**config.mk**
```make
export PLATFORM = sky130hd
export DESIGN_NAME = supv_reset_timer
export DESIGN_NICKNAME = d
export VERILOG_FILES = /design/src/rtl/supv_reset_timer.sv
export SDC_FILE = /design/constraint.sdc
export NUM_CORES = 1
export LEC_CHECK = 0
export BUFFER_PORTS_ARGS = -buffer_cell sky130_fd_sc_hd__buf_2
export CORE_MARGIN = 1
export CORE_UTILIZATION = 61
export CTS_BUF_LIST = sky130_fd_sc_hd__clkbuf_8
export DETAILED_ROUTE_END_ITERATION = 8
export PLACE_DENSITY = 0.86
export REMOVE_ABC_BUFFERS = 1
export SLEW_MARGIN = 20
export SYNTH_ARGS = -nofsm -noshare
export SYNTH_HDL_FRONTEND = slang
export SYNTH_SLANG_ARGS = --single-unit
```
**constraint.sdc**
```tcl
create_clock -name clk -period 5.4 [get_ports clk]
set_input_delay 1.08 -clock clk [delete_from_list [all_inputs] [get_ports clk]]
set_output_delay 1.08 -clock clk [all_outputs]
set_load 0.005 [all_outputs]
```
**src/rtl/supv_reset_timer.sv**
```systemverilog
module supv_reset_timer #(
  parameter int BASE_TICKS = 125,
  parameter int CODE_W     = 2
) (
  input  logic              clk,
  input  logic              rst_n,
  input  logic              ms_tick,
  input  logic              below_trip,
  input  logic              below_por,
  input  logic              code_wr,
  input  logic [CODE_W-1:0] code_in,
  input  logic              swrst_req,
  output logic              rst_out_n,
  output logic [CODE_W-1:0] delay_code,
  output logic              swrst_bit,
  output logic              stat_ready,
  output logic              stat_trip,
  output logic              stat_rst
);
  localparam int MAX_TICKS = BASE_TICKS << ((1 << CODE_W) - 1);
  localparam int CNT_W     = $clog2(MAX_TICKS + 1);

  logic              hold_q;
  logic [CNT_W-1:0]  cnt_q;
  logic [CODE_W-1:0] cur_code;
  logic [CNT_W-1:0]  limit;
  logic              fault, done;

  assign fault = below_trip | below_por;
  assign limit = CNT_W'(BASE_TICKS) << cur_code;
  assign done  = hold_q & ~fault & ~swrst_req & ms_tick & (cnt_q == limit - 1'b1);

  always_ff @(posedge clk or negedge rst_n) begin
    if (!rst_n) begin
      hold_q     <= 1'b1;
      cnt_q      <= '0;
      delay_code <= '1;
      cur_code   <= '1;
      swrst_bit  <= 1'b0;
    end else begin
      if (code_wr) delay_code <= code_in;
      if (fault | swrst_req) begin
        if (!hold_q) cur_code <= delay_code;
        hold_q <= 1'b1;
        cnt_q  <= '0;
      end else if (hold_q && ms_tick) begin
        if (done) begin
          hold_q <= 1'b0;
          cnt_q  <= '0;
        end else begin
          cnt_q <= cnt_q + 1'b1;
        end
      end
      if (swrst_req) swrst_bit <= 1'b1;
      else if (done) swrst_bit <= 1'b0;
    end
  end

  assign rst_out_n  = ~(hold_q | fault);
  assign stat_rst   = ~rst_out_n;
  assign stat_trip  = below_trip;
  assign stat_ready = below_por;

  a_r1_count_in_range: assert property (@(posedge clk) disable iff (!rst_n)
    hold_q |-> cnt_q < limit);
  a_r8_restart: assert property (@(posedge clk) disable iff (!rst_n)
    fault |=> hold_q && cnt_q == '0);
  a_r5_sw_clears_with_hold: assert property (@(posedge clk) disable iff (!rst_n)
    $fell(swrst_bit) |-> !hold_q);
  a_r1_release_on_tick: assert property (@(posedge clk) disable iff (!rst_n)
    $fell(hold_q) |-> $past(ms_tick) && !$past(fault));
  a_r9_code_frozen: assert property (@(posedge clk) disable iff (!rst_n)
    (hold_q && $past(hold_q)) |-> $stable(cur_code));
  a_r4_immediate: assert property (@(posedge clk) disable iff (!rst_n)
    below_trip |-> !rst_out_n);
endmodule

```
==> results.yml <==
timing:
  setup-tns-final_ns: 0
  setup_violations: 0
  slew-limit-headroom_pct: 49.1
  timing.final.crit_share_pct: 51.3
  finalClockSkew_ns: 0.000920
  maxClockFrequency_ghz: 0.361
  final_max_slew_viol_count: 0
  final_hold_viol_count: 0
  layout_min_cycle_time_ns: 2.77
  worst-slew-pin-transition_ns: 0.762
  hold_ws_ns: 0.510
  rsz0062_at_grt: "no"
synth:
  post_synth_inst_count: 102
  number_of_enable_type_register_cells_in_the_synthesized_netlist: 0
  syn-cell-area_um2: 962
  synth_largest_type_area_fraction_pct: 28.6
  synth.ff_latch_count: 16
  yosysSeqAreaShare_pct: 42.3
  yosys_warnings: 0
  synth_area_leaders: "sky130_fd_sc_hd__dfrtp_1, sky130_fd_sc_hd__dfstp_2, sky130_fd_sc_hd__ha_1"
  postSynthAreaPerCell_um2: 9.43
  synth.distinct_cells: 35
  post-synth-top-area-cell: "sky130_fd_sc_hd__dfrtp_1"
  share_of_flip_flops_with_an_asynchronous_set_or_reset_pct: 100
  synthFlopType: "sky130_fd_sc_hd__dfrtp_1"
die:
  effective_utilization_at_floorplan_pct: 69.6
  boundaryPins: 16
  placementRows: 13
  coreArea_um2: 1380
  die_height_um: 41.7
  die_w_um: 41.7
  die-area_um2: 1740
worst_setup_path:
  critPathMaxFanout: 3
  r2r_end: "cnt_q[9]$_DFFE_PN0P_"
  crit_arrival_ns: 1.69
  timing.critical_path.from_type: "input pin"
  critical_register_to_register_path_startpoint: "cur_code[0]$_DFFE_PN1P_"
  worst_path_largest_cell_delay_ns: 0.35
  critical_path_class: "in -> out"
  cp_top_family: "simple AND/OR/NAND/NOR gates"
  cp_data_required_time_ns: 4.32
  setup.worst_path.end_class: "primary output"
  critical_path.cell_chain: "buf_2 -> or3_1 -> inv_1 -> buf_2"
  timing.reg2reg.setup_slack_ns: 3.09
  cp_num_buf_inv: 3
  slowest_stage_cell_cp: "sky130_fd_sc_hd__or3_1"
  worstRegToRegCells: 7
  critical-path-top-cell-by-count: "sky130_fd_sc_hd__buf_2"
cts:
  worstSkewPairLatency_ns: 0.25
  number_of_buffers_inserted_by_hold_repair_at_cts: 0
  cts.repair_timing.setup_buffer_count: 0
  clock_sink_count: 16
  tritoncts_clock_tree: "done"
  cts.htree.levels: 1
  max-clock-path-buffers: 2
  tritoncts.num_buffers: 3
  ctsRootBufferMaster: "sky130_fd_sc_hd__clkbuf_8"
  post_cts_resized: 0
  worst_setup_hold_path_clk_slew_ns: 0.06
global_route:
  grt-ovfl-total: 0
  groute.usage.overall_pct: 26.9
  grt_pass1_vias: 774
  number_of_antenna_violations_at_the_first_check_in_global_routing: 0
  grt_start_max_net_pins: 17
  grt_pass1_wl_um: 3530
pwr:
  overall_power_consumption_uw: 250
  vdd_drop_max_mv: 0.165
  power_leakage_uw: 0.000489
  power-per-cell-area_nw_per_um2: 231
layout:
  layout-drive-gt1-share_pct: 23.1
  fin_util_pct: 78.2
  syn_to_final_growth_pct: 12.4
  ff_latch_area_um2: 407
  fin_nets: 132
  antenna-diode-count: 0
  fillers: 95
  multiInputGateArea_um2: 495
outcome:
  outcome: "finished, final reports clean"
route:
  route.detailed.drc: 0
  detail_route.iter0.violations: 60
  antenna_violating_nets_post_route: 0
  via_per_inst: 6.34
  wire_per_inst_um: 15.7
  dr.pass1.iters: 4
  detail_route.wirelength_um: 2070
  routed-via-count: 837
hold_path:
  hp-class: "reg -> reg"
  worstHoldPathCells: 2
  hold_path_end: "hold_q$_DFFE_PN1P_"
  min-delay-start: "hold_q$_DFFE_PN1P_"
placement:
  dp.final_hpwl_um: 1480
  port_buffer_cells: 15
  place.gp.congestion: 0.821
run:
  max-cap-violations: 0
[power breakdown]
group	internal [uW]	total (uW)	switching (uW)
sequential	124	127	2.62
clock	64.7	105	40.3
combinational	7.87	17.9	10.0
total	197	250	53.0
[worst max path at each step]
stage,from,to,slack (ns),cells after the start
5_1_grt,below_por,rst_out_n,2.59,4
4_1_cts,below_por,rst_out_n,2.63,4
3_3_place_gp,below_por,rst_out_n,2.64,4
6_report,below_por,rst_out_n,2.63,4
2_1_floorplan,below_por,rst_out_n,2.79,2
3_5_place_dp,swrst_req,cnt_q[9]$_DFFE_PN0P_,2.61,5
[cell type report]
| cell class | count | share of cell area [%] |
|---|---|---|
| well taps | 15 | 1.74 |
| inverters | 8 | 2.78 |
| flip-flops and latches | 16 | 37.6 |
| repair buffers | 15 | 6.94 |
| multi-input cells | 74 | 45.8 |
| clock buffers | 4 | 5.09 |
[layer usage]
metal,vias to the layer above,routed length (um),GRT usage (%)
met5,-,0,0
met4,0,38,9.68
met3,5,117,2.61
met2,31,1050,44.1
met1,397,859,37.2
li1,404,-,-
[layout by cell type (no fill, tap or decap), types with 2 or more instances in the layout]
master	instances
sky130_fd_sc_hd__a31oi_1	4
sky130_fd_sc_hd__and3_1	6
sky130_fd_sc_hd__buf_2	15
sky130_fd_sc_hd__clkbuf_8	4
sky130_fd_sc_hd__dfrtp_1	11
sky130_fd_sc_hd__dfstp_2	5
sky130_fd_sc_hd__ha_1	5
sky130_fd_sc_hd__inv_1	7
sky130_fd_sc_hd__mux2_2	2
sky130_fd_sc_hd__mux2i_1	2
sky130_fd_sc_hd__nand2_1	11
sky130_fd_sc_hd__nand3_1	12
sky130_fd_sc_hd__nor3_1	3
sky130_fd_sc_hd__o2111ai_1	2
sky130_fd_sc_hd__o21ai_0	7
sky130_fd_sc_hd__xor2_1	3
[state kept, by name, indices dropped and copies added (netlist names)]
signal      count
cur_code        2
delay_code      2
swrst_bit       1
hold_q          1
cnt_q          10
[cell usage after synthesis (2+ instances only)]
cell type	count
sky130_fd_sc_hd__nand3_1	12
sky130_fd_sc_hd__dfrtp_1	11
sky130_fd_sc_hd__nand2_1	11
sky130_fd_sc_hd__inv_1	7
sky130_fd_sc_hd__o21ai_0	7
sky130_fd_sc_hd__and3_1	6
sky130_fd_sc_hd__dfstp_2	5
sky130_fd_sc_hd__ha_1	5
sky130_fd_sc_hd__a31oi_1	4
sky130_fd_sc_hd__nor3_1	3
sky130_fd_sc_hd__xor2_1	3
sky130_fd_sc_hd__buf_4	2
sky130_fd_sc_hd__mux2_2	2
sky130_fd_sc_hd__mux2i_1	2
sky130_fd_sc_hd__o2111ai_1	2
[tightest hold or removal path: stages (launching register included)]
cell and delay (ns):
sky130_fd_sc_hd__dfstp_2 0.39, sky130_fd_sc_hd__o21ai_0 0.07, sky130_fd_sc_hd__nand2_1 0.05
[per-stage QoR]
| step | worst slack [ns] | area (um^2) | cells |
|---|---|---|---|
| 2_1_floorplan | 2.79 | 932 | 98 |
| 3_3_place_gp | 2.64 | 1030 | 128 |
| 3_5_place_dp | 2.61 | 1030 | 128 |
| 4_1_cts | 2.63 | 1080 | 132 |
| 5_1_grt | 2.59 | 1080 | 132 |
| 6_report | 2.63 | 1080 | 132 |
[logic make-up after synthesis]
logic type               Yosys count  synth area share, %
XOR/XNOR                           4                 3.64
buffers and inverters             12                 6.24
AND/OR/NAND/NOR                   40                 22.0
AO/OA/AOI/OAI                     21                 15.0
adder cells (fa/ha/maj)            5                 6.50
multiplexers                       4                 4.42
flip-flops                        16                 42.3
Power figures use the tool's default switching activity.
